**config.mk**
```make
export PLATFORM = sky130hd
export DESIGN_NAME = sdac_frontend
export DESIGN_NICKNAME = d
export VERILOG_FILES = /design/src/rtl/sdac_pkg.sv /design/src/rtl/sdac_sync.sv /design/src/rtl/sdac_edge.sv /design/src/rtl/sdac_framer.sv /design/src/rtl/sdac_latch.sv /design/src/rtl/sdac_frontend.sv
export SDC_FILE = /design/constraint.sdc
export NUM_CORES = 1
export LEC_CHECK = 0
export ABC_CLOCK_PERIOD_IN_PS = 2700
export BUFFER_PORTS_ARGS = -buffer_cell sky130_fd_sc_hd__buf_2
export CELL_PAD_IN_SITES_DETAIL_PLACEMENT = 1
export CELL_PAD_IN_SITES_GLOBAL_PLACEMENT = 1
export CORE_MARGIN = 1.5
export CORE_UTILIZATION = 46
export CTS_CLUSTER_SIZE = 20
export DETAILED_ROUTE_END_ITERATION = 12
export GPL_TIMING_DRIVEN = 0
export PLACE_DENSITY_LB_ADDON = 0.2
export SYNTH_ARGS = -nofsm -noshare
export SYNTH_HDL_FRONTEND = slang
export SYNTH_SLANG_ARGS = --single-unit
```
**constraint.sdc**
```tcl
create_clock -name clk -period 2.7 [get_ports clk]
set_input_delay 0.27 -clock clk [delete_from_list [all_inputs] [get_ports clk]]
set_output_delay 0.27 -clock clk [all_outputs]
set_load 0.03 [all_outputs]
```
**src/rtl/sdac_pkg.sv**
```systemverilog
// Package sdac_pkg
// Purpose : shared constants and types for the serial DAC front end.
// Assumes : one 16-bit word per frame; field positions fixed by the word layout.
package sdac_pkg;
    localparam int unsigned WORD_W   = 16;
    localparam int unsigned CODE_W   = 10;
    localparam int unsigned CODE_LSB = 2;
    localparam int unsigned FAST_POS = 14;
    localparam int unsigned PDN_POS  = 13;
    localparam int unsigned CNT_W    = $clog2(WORD_W + 1);

    // Decoded converter setting
    typedef struct packed {
        logic [CODE_W-1:0] code;
        logic              fast;
        logic              pdown;
    } dac_setting_t;
endpackage

```
**src/rtl/sdac_sync.sv**
```systemverilog
// Module sdac_sync
// Purpose : multi-stage synchronizer for a vector of asynchronous pins.
// Assumes : STAGES >= 2; each bit is synchronized independently.
module sdac_sync #(
    parameter int unsigned WIDTH   = 4,
    parameter int unsigned STAGES  = 2,
    parameter logic [WIDTH-1:0] RST_VAL = '0
) (
    input  logic             clk,
    input  logic             rst_n,
    input  logic [WIDTH-1:0] d_i,
    output logic [WIDTH-1:0] q_o
);
    for (genvar b = 0; b < WIDTH; b++) begin : g_bit
        logic [STAGES-1:0] chain_q;

        // Shift the pin level through the synchronizer chain
        always_ff @(posedge clk) begin
            if (!rst_n) begin
                chain_q <= {STAGES{RST_VAL[b]}};
            end else begin
                chain_q <= {chain_q[STAGES-2:0], d_i[b]};
            end
        end

        assign q_o[b] = chain_q[STAGES-1];
    end
endmodule

```
**src/rtl/sdac_edge.sv**
```systemverilog
// Module sdac_edge
// Purpose : rising and falling edge detection on synchronized levels.
// Assumes : inputs are already synchronous to clk; strobes are combinational.
module sdac_edge #(
    parameter int unsigned WIDTH = 2,
    parameter logic [WIDTH-1:0] RST_VAL = '0
) (
    input  logic             clk,
    input  logic             rst_n,
    input  logic [WIDTH-1:0] lvl_i,
    output logic [WIDTH-1:0] rise_o,
    output logic [WIDTH-1:0] fall_o
);
    logic [WIDTH-1:0] prev_q;

    // Remember the previous synchronized level
    always_ff @(posedge clk) begin
        if (!rst_n) begin
            prev_q <= RST_VAL;
        end else begin
            prev_q <= lvl_i;
        end
    end

    assign rise_o = lvl_i & ~prev_q;
    assign fall_o = ~lvl_i & prev_q;
endmodule

```
**src/rtl/sdac_framer.sv**
```systemverilog
// Module sdac_framer
// Purpose : opens words on frame-sync fall, shifts bits MSB first on serial
//           clock fall, and issues a transfer on the 16th bit or an early
//           frame-sync rise.
// Assumes : edge strobes are single-cycle and synchronous to clk.
module sdac_framer
    import sdac_pkg::*;
(
    input  logic              clk,
    input  logic              rst_n,
    input  logic              cs_act_i,
    input  logic              fs_fall_i,
    input  logic              fs_rise_i,
    input  logic              sck_fall_i,
    input  logic              sdi_i,
    output logic              xfer_o,
    output logic [WORD_W-1:0] word_o,
    output logic [CNT_W-1:0]  bit_cnt_o
);
    localparam logic [CNT_W-1:0] FULL_CNT = CNT_W'(WORD_W);

    logic              open_q;
    logic [CNT_W-1:0]  cnt_q;
    logic [WORD_W-1:0] shreg_q;

    logic              take_bit;
    logic [WORD_W-1:0] sh_nx;
    logic [CNT_W-1:0]  cnt_nx;
    logic              full;
    logic              early;
    logic              fire;

    // Next shift state and transfer decision for this cycle
    always_comb begin
        take_bit = open_q && cs_act_i && sck_fall_i && !fs_fall_i && (cnt_q < FULL_CNT);
        sh_nx    = take_bit ? {shreg_q[WORD_W-2:0], sdi_i} : shreg_q;
        cnt_nx   = take_bit ? cnt_q + 1'b1 : cnt_q;
        full     = take_bit && (cnt_nx == FULL_CNT);
        early    = open_q && cs_act_i && fs_rise_i && (cnt_nx != '0) && !full;
        fire     = full || early;
    end

    // Frame state, bit counter and shift register
    always_ff @(posedge clk) begin
        if (!rst_n) begin
            open_q  <= 1'b0;
            cnt_q   <= '0;
            shreg_q <= '0;
        end else if (!cs_act_i) begin
            open_q  <= 1'b0;
        end else if (fs_fall_i) begin
            open_q  <= 1'b1;
            cnt_q   <= '0;
            shreg_q <= '0;
        end else if (open_q) begin
            shreg_q <= sh_nx;
            cnt_q   <= cnt_nx;
            if (fire || fs_rise_i) begin
                open_q <= 1'b0;
            end
        end
    end

    // Register the transfer strobe and the word it carries
    always_ff @(posedge clk) begin
        if (!rst_n) begin
            xfer_o <= 1'b0;
            word_o <= '0;
        end else begin
            xfer_o <= fire;
            if (fire) begin
                word_o <= sh_nx;
            end
        end
    end

    assign bit_cnt_o = cnt_q;
endmodule

```
**src/rtl/sdac_latch.sv**
```systemverilog
// Module sdac_latch
// Purpose : decodes a transferred word into code and flags and holds them;
//           raises a one-cycle update strobe with each load.
// Assumes : xfer_i is a single-cycle strobe.
module sdac_latch
    import sdac_pkg::*;
(
    input  logic              clk,
    input  logic              rst_n,
    input  logic              xfer_i,
    input  logic [WORD_W-1:0] word_i,
    output dac_setting_t      set_o,
    output logic              update_o
);
    dac_setting_t dec;

    // Pick the fields out of the word
    always_comb begin
        dec.code  = word_i[CODE_LSB +: CODE_W];
        dec.fast  = word_i[FAST_POS];
        dec.pdown = word_i[PDN_POS];
    end

    // Hold the setting and pulse the strobe on each transfer
    always_ff @(posedge clk) begin
        if (!rst_n) begin
            set_o    <= '0;
            update_o <= 1'b0;
        end else begin
            update_o <= xfer_i;
            if (xfer_i) begin
                set_o <= dec;
            end
        end
    end
endmodule

```
**src/rtl/sdac_frontend.sv**
```systemverilog
// Module sdac_frontend
// Purpose : top of the serial DAC front end: synchronizes the pins, frames
//           16-bit words and latches code and control flags.
// Assumes : clk runs at least 4x the serial clock; pins are asynchronous.
module sdac_frontend
    import sdac_pkg::*;
#(
    parameter int unsigned SYNC_STAGES = 2
) (
    input  logic              clk,
    input  logic              rst_n,
    input  logic              cs_n_i,
    input  logic              fsync_i,
    input  logic              sclk_i,
    input  logic              sdi_i,
    output logic [CODE_W-1:0] code_o,
    output logic              fast_o,
    output logic              pdown_o,
    output logic              update_o
);
    // Pin vector order: {cs_n, fsync, sclk, sdi}
    localparam int unsigned NPIN = 4;
    localparam logic [NPIN-1:0] PIN_RST = 4'b1100;

    logic [NPIN-1:0]   pins_s;
    logic [1:0]        rise_s;
    logic [1:0]        fall_s;
    logic              xfer;
    logic [WORD_W-1:0] word;
    logic [CNT_W-1:0]  bit_cnt;
    dac_setting_t      setting;

    sdac_sync #(.WIDTH(NPIN), .STAGES(SYNC_STAGES), .RST_VAL(PIN_RST)) u_sync (
        .clk   (clk),
        .rst_n (rst_n),
        .d_i   ({cs_n_i, fsync_i, sclk_i, sdi_i}),
        .q_o   (pins_s)
    );

    // Edge detection on {fsync, sclk}
    sdac_edge #(.WIDTH(2), .RST_VAL(2'b10)) u_edge (
        .clk    (clk),
        .rst_n  (rst_n),
        .lvl_i  (pins_s[2:1]),
        .rise_o (rise_s),
        .fall_o (fall_s)
    );

    sdac_framer u_framer (
        .clk        (clk),
        .rst_n      (rst_n),
        .cs_act_i   (~pins_s[3]),
        .fs_fall_i  (fall_s[1]),
        .fs_rise_i  (rise_s[1]),
        .sck_fall_i (fall_s[0]),
        .sdi_i      (pins_s[0]),
        .xfer_o     (xfer),
        .word_o     (word),
        .bit_cnt_o  (bit_cnt)
    );

    sdac_latch u_latch (
        .clk      (clk),
        .rst_n    (rst_n),
        .xfer_i   (xfer),
        .word_i   (word),
        .set_o    (setting),
        .update_o (update_o)
    );

    assign code_o  = setting.code;
    assign fast_o  = setting.fast;
    assign pdown_o = setting.pdown;
endmodule

```
==> results of run 1 <==
[report_power, final]
| group | internal [mW] | switching (mW) | leakage [nW] |
|---|---|---|---|
| logic | 0.0110 | 0.0211 | 0.476 |
| clock network | 0.377 | 0.336 | 0.0911 |
| registers | 0.847 | 0.00365 | 0.461 |
[Yosys cell counts, types with 2 or more instances]
| cell type | count | area share |
|---|---|---|
| nand2b_1 | 7 | 0.019 |
| clkbuf_1 | 11 | 0.018 |
| and3_1 | 2 | 0.0053 |
| dfxtp_1 | 57 | 0.48 |
| buf_6 | 2 | 0.0096 |
| buf_1 | 2 | 0.0032 |
| nand2_1 | 2 | 0.0032 |
| nand3_1 | 2 | 0.0043 |
| a21oi_1 | 2 | 0.0043 |
| o21ai_0 | 3 | 0.0064 |
| mux2_2 | 13 | 0.062 |
| mux2i_1 | 16 | 0.068 |
| inv_1 | 14 | 0.022 |
| and2_1 | 7 | 0.019 |
| a221oi_2 | 10 | 0.064 |
| a22oi_1 | 13 | 0.041 |
| a221oi_1 | 2 | 0.0074 |
| nor2_1 | 47 | 0.075 |
[kinds of logic (layout without fill, tap and decap cells)]
| kind of cell | Yosys count | count (layout) | synth area share |
|---|---|---|---|
| flip-flops | 57 | 57 | 0.485 |
| adder cells (fa/ha/maj) | 2 | 2 | 0.00956 |
| AND/OR/NAND/NOR | 78 | 78 | 0.173 |
| buffers and inverters | 29 | 63 | 0.0526 |
| multiplexers | 30 | 30 | 0.137 |
| AO/OA/AOI/OAI | 35 | 35 | 0.140 |
| XOR/XNOR | 1 | 1 | 0.00372 |
[worst paths after layout]
kind | endpoint | startpoint | slack (ns) | cells after the start
worst min register to register | u_sync.g_bit[2].chain_q[1]$_SDFF_PN1_ | u_sync.g_bit[2].chain_q[0]$_SDFF_PN1_ | 0.41 | 1
worst max-delay path | u_framer.word_o[7]$_SDFFE_PN0P_ | u_framer.bit_cnt_o[0]$_SDFFE_PN0P_ | 0.36 | 7
worst min-delay path | u_sync.g_bit[3].chain_q[0]$_SDFF_PN1_ | cs_n_i | 0.12 | 2
worst max register to register | u_framer.word_o[7]$_SDFFE_PN0P_ | u_framer.bit_cnt_o[0]$_SDFFE_PN0P_ | 0.36 | 7
[stage by stage]
stage	utilization	power, mW	worst slack [ns]	hold WS (ns)	std cells
floorplan	-	0.889	0.606	0.343	232
global placement	0.525	0.902	0.381	0.388	317
detailed placement	0.525	0.902	0.386	0.398	317
CTS	0.563	1.61	0.375	0.106	333
global route	0.563	1.67	0.178	0.107	333
finish	0.563	1.60	0.359	0.117	333
[per-layer routing]
layer  vias up  wire length, µm
met5         -                0
met4         0               73
met3         8              143
met2        30             2160
met1       837             2500
li1        863                -
[registers in the layout, summed over array words and instances, names as in the netlist]
name	flops
u_edge.prev_q	2
u_framer.bit_cnt_o	5
u_framer.open_q	1
u_framer.shreg_q	15
u_framer.word_o	12
u_framer.xfer_o	1
u_latch.set_o	12
u_latch.update_o	1
u_sync.g_bit.chain_q	8
[final cells by class]
cell class | instances | share of cell area
Tap cell | 67 | 0.0309
Clock buffer | 11 | 0.0559
Inverter | 14 | 0.0194
Sequential cell | 57 | 0.421
Buffer | 15 | 0.0263
Multi-Input combinational cell | 146 | 0.402
Clock inverter | 5 | 0.0111
Timing Repair Buffer | 18 | 0.0332
==> reports/results.md, run 1 <==
| Item | This run | Unit |
|---|---|---|
| Layout cell share with drive strength beyond 1 | 0.248 | - |
| Io pins | 19 | - |
| IR drop worst, VDD | 0.000446 | V |
| Fraction of met1 tracks used by global routing | 0.264 | - |
| Overall fraction of global-route tracks in use | 0.200 | - |
| Post-synthesis cell area | 2350 | µm² |
| Reg area | 1140 | µm² |
| Largest net degree at the start of global routing | 11 | - |
| Non-Filler Cell Area, Final | 2710 | µm² |
| Wire per inst | 14.6 | µm |
| Maximum Capacitance Violations | 0 | - |
| Top flip-flop cell by instance count after synthesis | dfxtp_1 | - |
| Die height | 74.5 | µm |
| H-tree levels | 3 | - |
| Drc violations | 0 | - |
| Global Route met3 Usage | 0.0732 | - |
| Flops & latches, synth | 57 | - |
| Worst slew slack as a fraction of its limit | 0.512 | - |
| Most used cells in the layout excluding fill and tap cells | dfxtp_1 (57), nor2_1 (47), buf_2 (18) | - |
| RD Place Congestion | 0.805 | - |
| Clock latency reported for the late side of the worst-skew pair | 0.33 | ns |
| Antenna Nets Post-Route | 0 | - |
| Number of enable-type register cells in the synthesized netlist | 0 | - |
| Mean post-synth cell area | 10.1 | µm² |
| Number of buffers added by the clock tree synthesis step | 9 | - |
| Crit path time final | 2.34 | ns |
| Slowest-stage cell, CP | dfxtp_1 | - |
| TNS Setup | 0 | ns |
| FP Rows | 25 | - |
| Clock root buffer | clkbuf_8 | - |
| Max Slew Vio Count | 0 | - |
| Via count normalized by instance count | 5.22 | - |
| Hold Violations, Final | 0 | - |
| Setup repair after global routing missed its margin | false | - |
| Power Dens Cells | 589 | nW/µm² |
| Synth cell types | 38 | - |
| Inserted Diodes | 0 | - |
| Starting Density | 0.489 | - |
| Leading cell type in the layout, fill and taps excluded | dfxtp_1 | - |
| Peak Freq | 427 | MHz |
| Required time reported for the critical path endpoint | 2.88 | ns |
| Fill cell count | 572 | - |
| Post-Syn Instances | 232 | - |
| Top delay family on crit path | simple AND/OR/NAND/NOR gates | - |
| Net count, final | 268 | - |
| Antenna violations before repair | 0 | - |
| Post-route clock period utilization | 0.867 | - |
| Detailed-routing iteration count for the pre-antenna-repair pass | 4 | - |
| Area of the die | 5560 | µm² |
| Critical path, cell by cell | ha_1 > or3b_4 > mux2_4 > a211o_1 > nand2b_2 > buf_6 > a221oi_2 | - |
| Async set-reset flop share out of synthesis | 0 | - |
| Met2 layer usage reported by global route | 0.297 | - |
| Kind of critical path | register to register | - |
| Critical path arrival | 2.52 | ns |
| Highest fanout seen on the critical path | 10 | - |
| HPWL after DPL | 3.43 | mm |
| Seq/Total Area, Yosys | 0.485 | - |
| Most Used Layer, Global Route | met2 | - |
| Pleak | 1.03 | nW |
| Iter 0 DRT Violations | 77 | - |
| Crit path launch type | register | - |
| Run status | finished clean | - |
| Clock transition at the register clock pins on the worst setup and hold paths after CTS | 0.06 | ns |
| CTS tree | built | - |
| Number of setup violations in the final report | 0 | - |
| Number of buffers inserted for hold repair after clock tree synthesis | 0 | - |
| Count of warnings emitted by yosys | 0 | - |
| Critical path endpoint category | register | - |
| Area of the core | 4820 | µm² |
| Total nets after synthesis | 239 | - |
| Vias in the first global route | 1690 | - |
| Clk sink count | 57 | - |
| Width of the die | 74.5 | µm |
| Setup bufs post-CTS | 0 | - |
| Number of buffers and inverters on the critical path | 1 | - |
| Synth-to-Final Area Change | 15.1 | % |
| Max clock buf depth | 2 | - |
| Longest individual stage delay on the worst path | 0.45 | ns |
| CTS resizes | 0 | - |
| Via count of the routed design | 1738 | - |
| Detailed-route wire length | 4.87 | mm |
| Overflow left after global routing | 0 | - |
| Slew of the pin with the lowest slew margin | 0.733 | ns |
| Worst Skew | 0.00783 | ns |
| Post-DP Area | 2530 | µm² |
| IO Port Bufs | 18 | - |
| Global-route wire length before repair | 8.05 | mm |
| Multi-input combinational cell area | 1090 | µm² |
| Path class of the lowest-slack min-delay path | input port to register | - |
No activity file was read; power rests on OpenSTA's default activity.
==> inputs of run 2 (changes only) <==
--- a/config.mk
+++ b/config.mk
@@ -10,11 +10,12 @@
 export CELL_PAD_IN_SITES_DETAIL_PLACEMENT = 1
 export CELL_PAD_IN_SITES_GLOBAL_PLACEMENT = 1
 export CORE_MARGIN = 1.5
-export CORE_UTILIZATION = 46
+export CORE_UTILIZATION = 47
 export CTS_CLUSTER_SIZE = 20
 export DETAILED_ROUTE_END_ITERATION = 12
 export GPL_TIMING_DRIVEN = 0
 export PLACE_DENSITY_LB_ADDON = 0.2
 export SYNTH_ARGS = -nofsm -noshare
 export SYNTH_HDL_FRONTEND = slang
+export SYNTH_HIERARCHICAL = 1
 export SYNTH_SLANG_ARGS = --single-unit
==> reports/results.md, run 2 <==
| Item | This run | Unit | Delta |
|---|---|---|---|
| Via count of the routed design | 1721 | - | was 1738 |
| CTS tree | built | - | unchanged |
| Synth-to-Final Area Change | 15.0 | % | was 15.1% |
| FP Rows | 25 | - | unchanged |
| Drc violations | 0 | - | unchanged |
| Area of the core | 4850 | µm² | was 4820 µm² |
| Kind of critical path | register to register | - | unchanged |
| Via count normalized by instance count | 5.11 | - | was 5.22 |
| Critical path, cell by cell | buf_4 > nor2b_2 > and4b_4 > a2111oi_4 > nor3_1 > a211oi_4 > buf_6 > mux2i_1 | - | was ha_1 > or3b_4 > mux2_4 > a211o_1 > nand2b_2 > buf_6 > a221oi_2 |
| Io pins | 19 | - | unchanged |
| Clock transition at the register clock pins on the worst setup and hold paths after CTS | 0.06 | ns | about the same |
| Slowest-stage cell, CP | a211oi_4 | - | was dfxtp_1 |
| Post-route clock period utilization | 0.868 | - | was 0.867 |
| Longest individual stage delay on the worst path | 0.38 | ns | was 0.45 ns |
| Maximum Capacitance Violations | 0 | - | unchanged |
| Register containing the most flip-flops in the final layout | u_framer/shreg_q | - | was u_framer.shreg_q |
| Net count, final | 274 | - | was 268 |
| Leading cell type in the layout, fill and taps excluded | dfxtp_1 | - | unchanged |
| Clock root buffer | clkbuf_8 | - | unchanged |
| Post-synthesis cell area | 2420 | µm² | was 2350 µm² |
| Run status | finished clean | - | unchanged |
| Clock latency reported for the late side of the worst-skew pair | 0.32 | ns | was 0.33 ns |
| Iter 0 DRT Violations | 64 | - | was 77 |
| Detailed-route wire length | 4.77 | mm | was 4.87 mm |
| Count of warnings emitted by yosys | 6 | - | was 0 |
| Die height | 74.8 | µm | was 74.5 µm |
| Layout cell share with drive strength beyond 1 | 0.226 | - | was 0.248 |
| Worst slew slack as a fraction of its limit | 0.711 | - | was 0.512 |
| H-tree levels | 3 | - | unchanged |
| Wire per inst | 14.2 | µm | was 14.6 µm |
| Number of buffers added by the clock tree synthesis step | 9 | - | unchanged |
| IO Port Bufs | 18 | - | unchanged |
| RD Place Congestion | 0.744 | - | was 0.805 |
| Most used cells in the layout excluding fill and tap cells | dfxtp_1 (57), nor2b_1 (32), nand2_1 (29) | - | was dfxtp_1 (57), nor2_1 (47), buf_2 (18) |
| Global-route wire length before repair | 7.94 | mm | was 8.05 mm |
| Width of the die | 74.8 | µm | was 74.5 µm |
| Critical path endpoint category | register | - | unchanged |
| Worst Skew | 0.00366 | ns | was 0.00783 ns |
| Final core utilization | 0.575 | - | was 0.563 |
| Path class of the lowest-slack min-delay path | input port to register | - | unchanged |
| Highest fanout seen on the critical path | 9 | - | was 10 |
| Pleak | 1.12 | nW | was 1.03 nW |
| Antenna violations before repair | 0 | - | unchanged |
| Power Dens Cells | 588 | nW/µm² | was 589 nW/µm² |
| Setup repair after global routing missed its margin | false | - | unchanged |
| Biggest registers after layout | u_framer/shreg_q: 15 flops, u_framer/word_o: 12 flops, u_latch/set_o: 12 flops | - | was u_framer.shreg_q: 15 flops, u_framer.word_o: 12 flops, u_latch.set_o: 12 flops |
| Max clock buf depth | 2 | - | unchanged |
| Hold Violations, Final | 0 | - | unchanged |
| Largest net degree at the start of global routing | 16 | - | was 11 |
| Starting Density | 0.500 | - | was 0.489 |
| Overflow left after global routing | 0 | - | unchanged |
| Flip-flop count of the largest register after layout | 15 | - | unchanged |
| Overall fraction of global-route tracks in use | 0.192 | - | was 0.200 |
| Inserted Diodes | 0 | - | unchanged |
| Final critical-path setup slack | 0.356 | ns | was 0.359 ns |
| Max Slew Vio Count | 0 | - | unchanged |
| Area of the die | 5600 | µm² | was 5560 µm² |
| Number of buffers inserted for hold repair after clock tree synthesis | 0 | - | unchanged |
| Non-Filler Cell Area, Final | 2790 | µm² | was 2710 µm² |
| TNS Setup | 0 | ns | unchanged |
| Vias in the first global route | 1682 | - | was 1690 |
| Post-Syn Instances | 238 | - | was 232 |
| Antenna Nets Post-Route | 0 | - | unchanged |
| Critical path arrival | 2.60 | ns | was 2.52 ns |
| Worst setup slack after placement | 0.192 | ns | was 0.386 ns |
| Crit path time final | 2.34 | ns | about the same |
| Required time reported for the critical path endpoint | 2.95 | ns | was 2.88 ns |
| IR drop worst, VDD | 0.000342 | V | was 0.000446 V |
| HPWL after DPL | 3.42 | mm | was 3.43 mm |
| Clk sink count | 57 | - | unchanged |
| Crit path launch type | register | - | unchanged |
| Slew of the pin with the lowest slew margin | 0.433 | ns | was 0.733 ns |
| Post-DP Area | 2600 | µm² | was 2530 µm² |
| Final Total Pwr | 1.64 | mW | was 1.60 mW |
| Total nets after synthesis | 245 | - | was 239 |
| Number of setup violations in the final report | 0 | - | unchanged |
| Peak Freq | 427 | MHz | about the same |
| Mean post-synth cell area | 10.2 | µm² | was 10.1 µm² |
| Detailed-routing iteration count for the pre-antenna-repair pass | 5 | - | was 4 |
## run 2: cell count changes in the layout (fill, tap and decap cells not counted), moves of 3 or more
cell | previous run | this run
nor2_1 | 47 | 2
inv_1 | 14 | 3
buf_4 | 0 | 4
a221oi_2 | 10 | 0
nor2b_1 | 1 | 32
mux2i_1 | 16 | 24
nand2_1 | 2 | 29
buf_2 | 18 | 21
a22oi_1 | 13 | 16
## run 2: cell type report
class                           instances  area (µm²)
Timing Repair Buffer                   18        90.1
Inverter                                3        11.3
Sequential cell                        57        1140
Buffer                                 20         125
Clock buffer                           10         138
Multi-Input combinational cell        158        1150
Fill cell                             551        2060
Tap cell                               67        83.8
Clock inverter                          4        45.0
## run 2: worst max-delay path, delay by kind of cell, from the launching register on
kind | cells | cell delay (ns)
AO/OA/AOI/OAI | 2 | 0.75
AND/OR/NAND/NOR | 3 | 0.68
buffers and inverters | 2 | 0.35
flip-flops | 1 | 0.29
multiplexers | 1 | 0.19
## run 2: repair_timing
item | 4_1_cts | 5_1_grt
resized for setup | 0 | 2
setup buffers | 0 | 0
setup endpoints to repair | 0 | 10
## run 2: power breakdown
part | internal [mW] | switching (mW)
Sequential | 0.847 | 0.00143
Clock | 0.436 | 0.314
Combinational | 0.0185 | 0.0220
## run 2: per-layer routing
layer | part of all wire | track usage | vias up
met4 | 0.011 | 0.0970 | 0
li1 | - | - | 870
met5 | 0 | 0 | -
met3 | 0.032 | 0.0482 | 6
met2 | 0.44 | 0.290 | 26
met1 | 0.52 | 0.256 | 819
## run 2: path summary, 6_finish.rpt
path                                              start                               endpoint  slack [ns]  cells after the start
hold reg to reg   u_sync/g_bit[2].chain_q[0]$_SDFF_PN1_  u_sync/g_bit[2].chain_q[1]$_SDFF_PN1_        0.41                      1
setup / recovery  u_sync/g_bit[2].chain_q[1]$_SDFF_PN1_        u_framer/word_o[7]$_SDFFE_PN0P_        0.36                      8
hold / removal                                  fsync_i  u_sync/g_bit[2].chain_q[0]$_SDFF_PN1_        0.12                      2
setup reg to reg  u_sync/g_bit[2].chain_q[1]$_SDFF_PN1_        u_framer/word_o[7]$_SDFFE_PN0P_        0.36                      8
## run 2: stage by stage
step,hold slack (ns),cells
floorplan,0.343,238
global placement,0.388,323
detailed placement,0.400,323
CTS,0.111,337
global route,0.122,337
finish,0.124,337
